==> config.mk <==
export PLATFORM = sky130hd
export DESIGN_NAME = spim_regbank
export DESIGN_NICKNAME = d
export VERILOG_FILES = /design/src/rtl/spim_pkg.sv /design/src/rtl/spim_divider.sv /design/src/rtl/spim_shifter.sv /design/src/rtl/spim_regbank.sv
export SDC_FILE = /design/constraint.sdc
export NUM_CORES = 1
export LEC_CHECK = 0
export ABC_AREA = 1
export BUFFER_PORTS_ARGS = -buffer_cell sky130_fd_sc_hd__buf_2
export CORE_ASPECT_RATIO = 1.75
export CORE_MARGIN = 5
export CORE_UTILIZATION = 30
export DETAILED_ROUTE_END_ITERATION = 6
export PLACE_DENSITY = 0.53
export SYNTH_ARGS = -nofsm -noshare
export SYNTH_HDL_FRONTEND = slang
export SYNTH_SLANG_ARGS = --single-unit
export TNS_END_PERCENT = 20
==> constraint.sdc <==
create_clock -name clk -period 10.2 [get_ports clk]
set_input_delay 0.51 -clock clk [delete_from_list [all_inputs] [get_ports clk]]
set_output_delay 0.51 -clock clk [all_outputs]
set_load 0.005 [all_outputs]
==> src/rtl/spim_pkg.sv <==
package spim_pkg;
  localparam int DATA_W = 32;
  localparam int LEN_W  = 4;
  localparam int PM_W   = 4;
  localparam int NB_W   = $clog2(DATA_W) + 1;
  localparam int ADDR_W = 8;

  localparam logic [ADDR_W-1:0] A_MODE = 8'h20;
  localparam logic [ADDR_W-1:0] A_EVT  = 8'h24;
  localparam logic [ADDR_W-1:0] A_MASK = 8'h28;
  localparam logic [ADDR_W-1:0] A_CMD  = 8'h2C;
  localparam logic [ADDR_W-1:0] A_TXD  = 8'h30;
  localparam logic [ADDR_W-1:0] A_RXD  = 8'h34;

  localparam int B_LOOP  = 30;
  localparam int B_CPOL  = 29;
  localparam int B_CPHA  = 28;
  localparam int B_DIV16 = 27;
  localparam int B_MSB   = 26;
  localparam int B_MSTR  = 25;
  localparam int B_EN    = 24;
  localparam int B_LEN   = 20;
  localparam int B_PM    = 16;
  localparam int B_ALT   = 14;
  localparam int B_NE    = 9;
  localparam int B_NF    = 8;

  typedef struct packed {
    logic             loop;
    logic             cpol;
    logic             cpha;
    logic             div16;
    logic             msb;
    logic             master;
    logic             en;
    logic [LEN_W-1:0] len;
    logic [PM_W-1:0]  pm;
    logic             alt;
  } ctl_t;

  function automatic ctl_t decode_ctl(input logic [DATA_W-1:0] r);
    ctl_t c;
    c.loop   = r[B_LOOP];
    c.cpol   = r[B_CPOL];
    c.cpha   = r[B_CPHA];
    c.div16  = r[B_DIV16];
    c.msb    = r[B_MSB];
    c.master = r[B_MSTR];
    c.en     = r[B_EN];
    c.len    = r[B_LEN +: LEN_W];
    c.pm     = r[B_PM +: PM_W];
    c.alt    = r[B_ALT];
    return c;
  endfunction

  function automatic logic [NB_W-1:0] word_bits(input logic [LEN_W-1:0] len);
    return (len == '0) ? NB_W'(DATA_W) : NB_W'(len) + NB_W'(1);
  endfunction

  function automatic logic [NB_W-1:0] tx_shift(input logic [NB_W-1:0] nb,
                                                input logic alt, input logic msb);
    if (!alt || !msb)        return '0;
    else if (nb <= NB_W'(8))  return NB_W'(24);
    else if (nb <= NB_W'(16)) return NB_W'(16);
    else                      return '0;
  endfunction

  function automatic logic [NB_W-1:0] rx_shift(input logic [NB_W-1:0] nb,
                                                input logic alt, input logic msb);
    if (!alt)                 return '0;
    else if (nb <= NB_W'(8))  return msb ? NB_W'(16) : NB_W'(8);
    else if (nb <= NB_W'(16)) return msb ? NB_W'(16) : NB_W'(0);
    else                      return '0;
  endfunction
endpackage

==> src/rtl/spim_divider.sv <==
module spim_divider
  import spim_pkg::*;
#(
  parameter int PMW = PM_W
) (
  input  logic           clk,
  input  logic           rst_n,
  input  logic           run,
  input  logic           div16,
  input  logic [PMW-1:0] pm,
  output logic           tick
);
  localparam int CW = PMW + 6;

  logic [CW-1:0] cnt_q, cnt_d, limit;

  always_comb begin
    limit = CW'((32'(pm) + 32'd1) << (div16 ? 5 : 1));
    tick  = run && (cnt_q == limit - CW'(1));
    cnt_d = (!run || tick) ? '0 : cnt_q + CW'(1);
  end

  always_ff @(posedge clk or negedge rst_n) begin
    if (!rst_n) cnt_q <= '0;
    else        cnt_q <= cnt_d;
  end

  // a half period is at least two input clocks
  p_tick_gap_r4: assert property (@(posedge clk) disable iff (!rst_n)
    tick |=> !tick);
endmodule

==> src/rtl/spim_shifter.sv <==
module spim_shifter
  import spim_pkg::*;
#(
  parameter int DW  = DATA_W,
  parameter int NBW = NB_W
) (
  input  logic           clk,
  input  logic           rst_n,
  input  logic           en,
  input  logic           start,
  input  logic [DW-1:0]  load_word,
  input  logic [NBW-1:0] nbits,
  input  logic           cpol,
  input  logic           cpha,
  input  logic           msb,
  input  logic           loop,
  input  logic           miso,
  input  logic           tick,
  output logic           busy,
  output logic           done,
  output logic           sck,
  output logic           mosi,
  output logic [DW-1:0]  rx_word
);
  localparam int IW = $clog2(DW);

  logic           busy_q, busy_d, sck_q, sck_d, mosi_q, mosi_d, done_q, done_d;
  logic [NBW:0]   ecnt_q, ecnt_d;
  logic [DW-1:0]  word_q, word_d, rx_q, rx_d;
  logic [NBW-1:0] bidx, pos0, pos_cur, pos_nxt;
  logic           last, rx_in;

  function automatic logic [NBW-1:0] bitpos(input logic [NBW-1:0] b);
    return msb ? (nbits - NBW'(1) - b) : b;
  endfunction

  always_comb begin
    bidx    = ecnt_q[NBW:1];
    pos0    = bitpos('0);
    pos_cur = bitpos(bidx);
    pos_nxt = bitpos(bidx + NBW'(1));
    last    = (ecnt_q == ({nbits, 1'b0} - (NBW+1)'(1)));
    rx_in   = loop ? mosi_q : miso;

    busy_d = busy_q;
    sck_d  = sck_q;
    mosi_d = mosi_q;
    done_d = 1'b0;
    ecnt_d = ecnt_q;
    word_d = word_q;
    rx_d   = rx_q;
    if (!busy_q) begin
      if (start) begin
        busy_d = 1'b1;
        ecnt_d = '0;
        sck_d  = cpol;
        word_d = load_word;
        rx_d   = '0;
        mosi_d = cpha ? 1'b0 : load_word[pos0[IW-1:0]];
      end
    end else if (!en) begin
      busy_d = 1'b0;
    end else if (tick) begin
      sck_d  = ~sck_q;
      ecnt_d = ecnt_q + (NBW+1)'(1);
      if (ecnt_q[0] == cpha)
        rx_d[pos_cur[IW-1:0]] = rx_in;
      if (cpha && !ecnt_q[0])
        mosi_d = word_q[pos_cur[IW-1:0]];
      if (!cpha && ecnt_q[0] && !last)
        mosi_d = word_q[pos_nxt[IW-1:0]];
      if (last) begin
        busy_d = 1'b0;
        done_d = 1'b1;
      end
    end
  end

  always_ff @(posedge clk or negedge rst_n) begin
    if (!rst_n) begin
      busy_q <= 1'b0;
      sck_q  <= 1'b0;
      mosi_q <= 1'b0;
      done_q <= 1'b0;
      ecnt_q <= '0;
      word_q <= '0;
      rx_q   <= '0;
    end else begin
      busy_q <= busy_d;
      sck_q  <= sck_d;
      mosi_q <= mosi_d;
      done_q <= done_d;
      ecnt_q <= ecnt_d;
      word_q <= word_d;
      rx_q   <= rx_d;
    end
  end

  assign busy    = busy_q;
  assign done    = done_q;
  assign sck     = (busy_q && en) ? sck_q : cpol;
  assign mosi    = (busy_q && en && !loop) ? mosi_q : 1'b0;
  assign rx_word = rx_q;

  // the edge count never runs past the programmed word
  p_edge_range_r3: assert property (@(posedge clk) disable iff (!rst_n)
    busy_q |-> (ecnt_q < {nbits, 1'b0}));

  // the clock is back at its idle level when a word ends
  p_idle_return_r5: assert property (@(posedge clk) disable iff (!rst_n)
    (busy_q && en && tick && last) |=> (!busy_q && sck_q == $past(cpol)));

  // clearing enable ends a shift
  p_abort_r13: assert property (@(posedge clk) disable iff (!rst_n)
    (busy_q && !en) |=> !busy_q);
endmodule

==> src/rtl/spim_regbank.sv <==
module spim_regbank
  import spim_pkg::*;
(
  input  logic              clk,
  input  logic              rst_n,
  input  logic              bus_wr,
  input  logic [ADDR_W-1:0] bus_addr,
  input  logic [DATA_W-1:0] bus_wdata,
  output logic [DATA_W-1:0] bus_rdata,
  output logic              spi_sck,
  output logic              spi_mosi,
  input  logic              spi_miso,
  output logic              irq
);
  logic [DATA_W-1:0] ctl_q, ctl_d, cmd_q, cmd_d, tx_q, tx_d, rx_q, rx_d;
  logic [1:0]        ev_q, ev_d, msk_q, msk_d;
  ctl_t              c;
  logic [NB_W-1:0]   nbits;
  logic              wr_ctl, wr_evt, wr_msk, wr_cmd, wr_txd;
  logic              start, abort, tick;
  logic              eng_busy, eng_done;
  logic [DATA_W-1:0] eng_rx, load_word;

  always_comb begin
    c         = decode_ctl(ctl_q);
    nbits     = word_bits(c.len);
    wr_ctl    = bus_wr && (bus_addr == A_MODE);
    wr_evt    = bus_wr && (bus_addr == A_EVT);
    wr_msk    = bus_wr && (bus_addr == A_MASK);
    wr_cmd    = bus_wr && (bus_addr == A_CMD);
    wr_txd    = bus_wr && (bus_addr == A_TXD);
    start     = wr_txd && c.en && c.master && !eng_busy;
    abort     = eng_busy && !c.en;
    load_word = bus_wdata >> tx_shift(nbits, c.alt, c.msb);

    ctl_d = wr_ctl ? bus_wdata : ctl_q;
    cmd_d = wr_cmd ? bus_wdata : cmd_q;
    msk_d = wr_msk ? bus_wdata[B_NE:B_NF] : msk_q;
    tx_d  = start ? bus_wdata : tx_q;
    rx_d  = eng_done ? (eng_rx << rx_shift(nbits, c.alt, c.msb)) : rx_q;

    ev_d = ev_q;
    if (wr_evt)   ev_d = ev_q & ~bus_wdata[B_NE:B_NF];
    if (eng_done) ev_d = 2'b11;
    if (abort)    ev_d[0] = 1'b1;
    if (start)    ev_d[0] = 1'b0;
  end

  always_ff @(posedge clk or negedge rst_n) begin
    if (!rst_n) begin
      ctl_q <= '0;
      cmd_q <= '0;
      msk_q <= '0;
      ev_q  <= '0;
      tx_q  <= '0;
      rx_q  <= '0;
    end else begin
      ctl_q <= ctl_d;
      cmd_q <= cmd_d;
      msk_q <= msk_d;
      ev_q  <= ev_d;
      tx_q  <= tx_d;
      rx_q  <= rx_d;
    end
  end

  always_comb begin
    bus_rdata = '0;
    case (bus_addr)
      A_MODE:  bus_rdata = ctl_q;
      A_EVT:   bus_rdata[B_NE:B_NF] = ev_q;
      A_MASK:  bus_rdata[B_NE:B_NF] = msk_q;
      A_CMD:   bus_rdata = cmd_q;
      A_TXD:   bus_rdata = tx_q;
      A_RXD:   bus_rdata = rx_q;
      default: bus_rdata = '0;
    endcase
  end

  assign irq = |(ev_q & msk_q);

  spim_divider #(.PMW(PM_W)) u_div (
    .clk   (clk),
    .rst_n (rst_n),
    .run   (eng_busy && c.en),
    .div16 (c.div16),
    .pm    (c.pm),
    .tick  (tick)
  );

  spim_shifter #(.DW(DATA_W), .NBW(NB_W)) u_shift (
    .clk       (clk),
    .rst_n     (rst_n),
    .en        (c.en),
    .start     (start),
    .load_word (load_word),
    .nbits     (nbits),
    .cpol      (c.cpol),
    .cpha      (c.cpha),
    .msb       (c.msb),
    .loop      (c.loop),
    .miso      (spi_miso),
    .tick      (tick),
    .busy      (eng_busy),
    .done      (eng_done),
    .sck       (spi_sck),
    .mosi      (spi_mosi),
    .rx_word   (eng_rx)
  );

  // a finished word always raises receive ready
  p_ne_on_done_r8: assert property (@(posedge clk) disable iff (!rst_n)
    eng_done |=> ev_q[1]);

  // transmit free stays low while the shifter runs
  p_nf_low_busy_r8: assert property (@(posedge clk) disable iff (!rst_n)
    eng_busy |-> !ev_q[0]);

  // a one written to receive ready clears it
  p_w1c_r9: assert property (@(posedge clk) disable iff (!rst_n)
    (wr_evt && bus_wdata[B_NE] && !eng_done) |=> !ev_q[1]);

  // a transmit write during a shift leaves the register alone
  p_busy_wr_ignored_r12: assert property (@(posedge clk) disable iff (!rst_n)
    (wr_txd && eng_busy) |=> $stable(tx_q));
endmodule

Yosys cells after proc, flatten, opt, wreduce, memory -nomap -nowiden --
Index checks and enable logic that the tools add are counted. Widths: inputs -> output; s select.
Storage, ports and cells: register bits after elaboration 217, bits of input ports 44, output and inout bits 35, logic and storage cells 150
Operators by class: add/sub/neg operators 10, order comparisons 6, equal/unequal tests 13, shifts and indexed selects 3, muxes and demuxes 62, bitwise gates (word level) 5, reduce and logical (&&, ||, !) cells 36
Operator list (count):
- $mux 32 | 5
- $pmux 22 s4 | 1
- $mux 5 | 10
- $eq 8x6->1 const B | 6
- $bwmux 32 | 1
- $pmux 8 s4 | 1
- $shl 32x32->10 | 1
- $shl 32x6->32 | 1
- $shr 32x6->32 | 1
- $mux 1 | 29
- $mux 7 | 4
- $lt 5x6->1 const B | 3
- $logic_and 1x1->1 | 16
- $bmux 1 s5 | 3
- $mux 6 | 2
- $pmux 2 s6 | 1
- $add 10x1->10 const B | 1
- $add 4x1->5 const B | 2
- $eq 10x10->1 | 1
- $mux 10 | 1
- $sub 10x1->10 const B | 1
- $sub 5x5->5 | 2
- $logic_not 1->1 | 9
- $reduce_and 4->1 | 2
- 24 further kinds | 31

Logic depth before layout (Yosys ltp) --
word-level depth 14, depth in mapped cells 26, gate-level depth less buffers 25

Modules after synthesis --
A second synthesis with hierarchy kept.
Second synthesis, totals: cells, all modules 2023, area total of the unflattened synthesis 13998.4 µm²
By module, submodules not included:
- spim_regbank | instances 1, cells an instance 1006, area each 7259.5 µm², seq. area each 3303.2 µm²
- spim_shifter | instances 1, cells an instance 854, area each 5715.5 µm², seq. area each 1876.8 µm²
- spim_divider | instances 1, cells an instance 163, area each 1023.5 µm², seq. area each 250.2 µm²

Worst setup path after synthesis --
Ideal clock, no wire load.
kind register -> register, from reg ctl_q[20], to reg u_shift.rx_q[28], in the netlist u_shift.rx_word[28], library setup time 0.117 ns, data arrival time 3.392 ns, data required time 10.083 ns, setup slack 6.691 ns, cell stages (with the launch flop) 22, buffers on the path 0, period minus slack after synthesis 3.509 ns, cell sequence dfrtp_1 > inv_1 > ha_1 > nand3_1 > inv_1 > nor2_1 > inv_1 > ha_1 > xor2_1 > inv_1 > ha_1 > a21oi_1 > o21ai_0 > xor2_1 > o21ai_0 > inv_1 > nor2_2 > nand3_1 > nand2_1 > nand2_1 > nand2_1 > nand2_1
On the way: word-level cells in the longest chain between the ends 14, elaborated cells between the ends (all ways) 16, classes of those cells 3 x add/sub; 2 x order compare; 9 x mux; 2 x reduce/logical
RTL lines:
- start, declared | RTL line spim_regbank.sv:15 | logic [DATA_W-1:0] ctl_q, ctl_d, cmd_q, cmd_d, tx_q, tx_d, rx_q, rx_d;
- start signal, assigned | RTL line spim_regbank.sv:58 | ctl_q <= ctl_d;
- $add 4x1->5 / $logic_not 4->1 (equally long branches) | RTL line spim_pkg.sv:57 | return (len == '0) ? NB_W'(DATA_W) : NB_W'(len) + NB_W'(1);
- $mux 6 * | RTL line spim_pkg.sv:57
- $sub 5x1->5 * | RTL line spim_shifter.sv:34 | return msb ? (nbits - NBW'(1) - b) : b;
- $sub 5x5->5 * | RTL line spim_shifter.sv:34
- $mux 5 * | RTL line spim_shifter.sv:34
- $lt 5x6->1 (not written as such) / $ge 5x1->1 (equally long branches) | RTL line spim_shifter.sv:67 | rx_d[pos_cur[IW-1:0]] = rx_in;
- $logic_and 1x1->1 (not written as such) | RTL line spim_shifter.sv:67
- $mux 1 (not written as such) | RTL line spim_shifter.sv:67
- $demux 1 s5 *
- $bwmux 32 * | RTL line spim_shifter.sv:67
- $mux 32 * | RTL line spim_shifter.sv:66 | if (ecnt_q[0] == cpha)
- $mux 32 * | RTL line spim_shifter.sv:63 | end else if (tick) begin
- $mux 32 * | RTL line spim_shifter.sv:61 | end else if (!en) begin
- $mux 32 * | RTL line spim_shifter.sv:52 | if (!busy_q) begin
- end signal, assigned | RTL line spim_shifter.sv:95 | rx_q <= rx_d;
- end, declared | RTL line spim_shifter.sv:29 | logic [DW-1:0] word_q, word_d, rx_q, rx_d;
Every way passes the cells marked *; elsewhere a longest branch is shown, timed or not. The select of a mux whose other input is x is not followed. A chain may end at the register's enable or synchronous reset.

Final worst setup path --
from reg ctl_q[20], to reg u_shift.mosi_q
On the way: word-level cells in the longest chain between the ends 12, elaborated cells between the ends (all ways) 34, classes of those cells 5 x add/sub; 2 x order compare; 2 x eq/ne; 1 x shift; 20 x mux; 4 x reduce/logical
RTL lines:
- $add 4x1->5 / $logic_not 4->1 (equally long branches) | RTL line spim_pkg.sv:57
- $mux 6 * | RTL line spim_pkg.sv:57
- $le 6x5->1 / $sub 5x1->5 (equally long branches) | RTL line spim_pkg.sv:64, spim_shifter.sv:34
- $mux 5 / $sub 5x5->5 (equally long branches) | RTL line spim_pkg.sv:64, spim_shifter.sv:34
- $mux 5, on equally long branches | RTL line spim_pkg.sv:63, spim_shifter.sv:34
- $mux 6 / $bmux 1 s5 (equally long branches) | RTL line spim_pkg.sv:62, spim_shifter.sv:69
- $shr 32x6->32 / $mux 1 (equally long branches) | RTL line spim_regbank.sv:34, spim_shifter.sv:69
- $bmux 1 s5 / $mux 1 (equally long branches) | RTL line spim_shifter.sv:59, spim_shifter.sv:68
- $mux 1, on equally long branches | RTL line spim_shifter.sv:59, spim_shifter.sv:70
- $mux 1, on equally long branches | RTL line spim_shifter.sv:59, spim_shifter.sv:63
- $mux 1, on equally long branches | RTL line spim_shifter.sv:53, spim_shifter.sv:61
- $mux 1 | RTL line spim_shifter.sv:52
- end signal, assigned | RTL line spim_shifter.sv:91 | mosi_q <= mosi_d;
- end, declared | RTL line spim_shifter.sv:27 | logic busy_q, busy_d, sck_q, sck_d, mosi_q, mosi_d, done_q, done_d;
Marked as above.

==> results.md <==
* Status: finished, final reports clean
* Pwr dens at roughly 140 nW/um^2
* Setup Skew at 0.02811 ns
* Initial Utilization at 0.3038
* Root Driver: clkbuf_16
* Vias at ~12,000
* Post-synthesis register bit count at 217
* CP required at 10.66 ns
* Commonest non-fill, non-tap cell in the layout: nand2_1
* Area growth, synth to finish at 12.21%
* GPL Wtd Cong at 0.9276
* First-iteration detailed-routing DRC count at 863
* DIE AREA at 47,620 sq um
* CTS tree: built
* Sw Share at 0.2718
* First-pass GRT wire length at 73.41 mm
* Largest cells by area after synthesis: dfrtp_1 (42%), nand2_1 (20%), o21ai_0 (5.6%), nand3_1 (5.1%), inv_1 (4.0%)
* Area leader, netlist: dfrtp_1
* Setup-failing EPs final at 0
* Part of the power in the clock network at 0.440
* Slew @ Worst Pin at roughly 1.5 ns
* Hold_ws at 0.2325 ns
* Worst path buffer plus inverter count at 4
* Final Net Count at 1,876
* Port Buffers at 78
* GRT Residual Overflow at 0
* Die Wd at 167.1 um
* Cts bufs inserted at 23
* Antenna violations before repair at 0
* Commonest cells after routing, fill and taps aside: nand2_1 (676), dfrtp_1 (217), o21ai_0 (146), inv_1 (138), nand3_1 (131)
* Routed Antenna Nets at 0
* Finished Core Util at 0.3409
* Cell Area, Synth at ~13,000 sq um
* # resized after CTS at 0
* Ports at 79
* CP top delay family: simple AND/OR/NAND/NOR gates
* EDFF count, synth at 0
* Worst Setup End Kind: register
* Num rows at 100
* Hold Path Class: input port to register
* Max Slew Vio Count at 0
* Beginning of the worst hold path: bus_wdata[9]
* Synth top area share at 0.4190
* Finished Layout Cells at 2,385
* Comb pwr share at 0.111
* H-tree levels at 1
* Ys flop type: dfrtp_1
* Switching pwr at between 0.5 and 0.6 mW
* Post-route DRC at 0
* Final setup margin at between 5 and 6 ns
* Drt wl/cell at 20.10 um
* Setup TNS Final at 0 ns
* Vias in the first global route at 12,100
* CP max-delay cell: nor2_1
* Critical path type: register to register
* Power, Total at between 1.5 and 2 mW
* RSZ-0062 raised after global routing: false
* Worst vdd ir at 0.1085 mV
* Worst path depth at 24
* CP arrival at 5.21 ns
* Min-Delay Endpoint: ev_q[1]$_DFFE_PN0P_
* Final instance area at between 10,000 and 15,000 sq um
* Yosys Warn Count at 0
* Worst-Skew Late Latency at 0.55 ns
* DP Worst Slack at 5.522 ns
* Final count of hold timing violations at 0
* Post-route clock period utilization at 0.4659
* Placement-stage cell area at 13,780 sq um
* Layout cells sized above 1 at 0.09485
* Max-cap violations at 0
* DR vias/cell at 5.156
* Fmax at 0.2104 GHz
* Clk sinks at about 220
* ANT cells at 0
* Clock transition at path regs at 0.07 ns
* Drt first pass iters at 5
* Chip height at 285.0 um
* Longest Clk Path Bufs at 3
* Slowest stage delay, CP at ~0.98 ns
* Seq/Total Area, Yosys at 0.4190
* Detailed placer's ending HPWL at 35.36 mm
* Ordered cell list for the critical path: inv_1 -> ha_1 -> nand3_1 -> inv_1 -> nor2_1 -> inv_1 -> ha_1 -> fa_1 -> nand2_1 -> o21ai_0 -> inv_1 -> nor2_1 -> nand2_1 -> o21ai_0 -> o21ai_0 -> nand2_1 -> nand2_1 -> nand2_1 -> nand3_1 -> nand2_1 -> nand2_1 -> nand2_1 -> a21oi_1 -> a21oi_1
* Relative slew slack at 0.02902
* Post-Syn Nets at 1,846
* Internal at 1.432 mW
* Largest net degree at the start of global routing at 87
* Crit start category: register
* Fillcell total at about 4,600
* Seq pwr share at 0.449
* Post-Route WL at about 48 mm
* Total track usage at 0.1975
* Pleak at approximately 7.1 nW
* R2r startpoint: ctl_q[20]$_DFFE_PN0P_
* Core area at 42,670 sq um
* Synth async-reset ratio at 1.000
* Critical path's most frequent cell: nand2_1
* Post-synth cell types at 50
* Mapped Cells at 1,781
* FF-to-FF End: u_shift.mosi_q$_DFFE_PN0P_
* Inst Count DP at 2,346
* Hold Path Depth at 4
* Worst Path Max Fanout at 16
* Syn_area_per_cell at 7.277 sq um
* Minimum clock period at 4.753 ns
* Worst R2R Setup Slack at ~5.4 ns
* R2r worst-path depth at 24
## flip-flops by register name, indices dropped and copies added, names as in the netlist, 7 cells and up
signal and count:
cmd_q 32, u_shift.rx_word 32, ctl_q 32, rx_q 32, tx_q 32, u_shift.word_q 32, u_div.cnt_q 10, u_shift.ecnt_q 7
## worst min-delay path: cells and delay by family
family | cells | cell delay, ns
and+or+nand+nor | 3 | 0.15
buffers and inverters | 1 | 0.10
## what timing repair did
action                    CTS  global route
hold buffers                1             0
hold endpoints to repair    4             0
buffers inserted            0             0
## worst max path at each step
stage,start,slack (ns),to
floorplan,ctl_q[20]$_DFFE_PN0P_,6.69,u_shift.rx_word[28]$_DFFE_PN0P_
CTS,ctl_q[20]$_DFFE_PN0P_,5.47,u_shift.mosi_q$_DFFE_PN0P_
global placement,ctl_q[20]$_DFFE_PN0P_,5.52,u_shift.mosi_q$_DFFE_PN0P_
finish,ctl_q[20]$_DFFE_PN0P_,5.45,u_shift.mosi_q$_DFFE_PN0P_
global route,ctl_q[20]$_DFFE_PN0P_,5.07,u_shift.mosi_q$_DFFE_PN0P_
detailed placement,ctl_q[20]$_DFFE_PN0P_,5.52,u_shift.mosi_q$_DFFE_PN0P_
## cell type report
cell class,instances,area [sq um],share of cell area
Clock inverter,6,98.84,0.006797
Multi-Input combinational cell,1322,6551,0.4505
Clock buffer,32,649.4,0.04465
Sequential cell,217,5430,0.3734
Inverter,150,565.5,0.03889
Tap cell,561,701.9,0.04827
Timing Repair Buffer,97,545.5,0.03751
## synth_stat cells (all sizes together) (2+ instances only)
library cell  number
inv              148
o22ai             15
ha                19
clkinv             2
buf               29
o2111ai           27
nand2            685
nor4               5
xnor2              2
a221oi             2
mux2i             22
a31oi              4
o221ai            17
nand3b            33
clkbuf            63
xor2              14
o21ai            159
o211ai             2
dfrtp            217
nor2              80
a21oi             31
nand3            136
nor3              12
fa                 2
nor3b              4
nand4             45
## cell families (layout without fill, tap and decap cells)
group,count (synthesis),after routing,synth area share
buffers and inverters,242,285,0.07675
AOI/OAI and AO/OA,260,260,0.1188
adders and majority gates,21,21,0.02143
and+or+nand+nor,1002,1002,0.3333
DFF,217,217,0.4190
muxes,22,22,0.01699
xor gates and xnor gates,17,17,0.01371
## power groups by stage
stage / clock network, mW / registers [mW] / logic [mW]
global placement: 0 / 0.898 / 0.215
detailed placement: 0 / 0.898 / 0.216
global route: 0.918 / 0.883 / 0.244
floorplan: 0 / 0.896 / 0.131
finish: 0.866 / 0.883 / 0.218
CTS: 0.887 / 0.882 / 0.217
## metal layers
metal	vias up	track usage	wire, um
met5	-	0	0
met4	0	0.1097	3084
met3	108	0.01830	1587
met2	327	0.3637	24910
met1	5938	0.2213	18360
li1	5925	-	-
No activity file was read; power rests on OpenSTA's default activity.
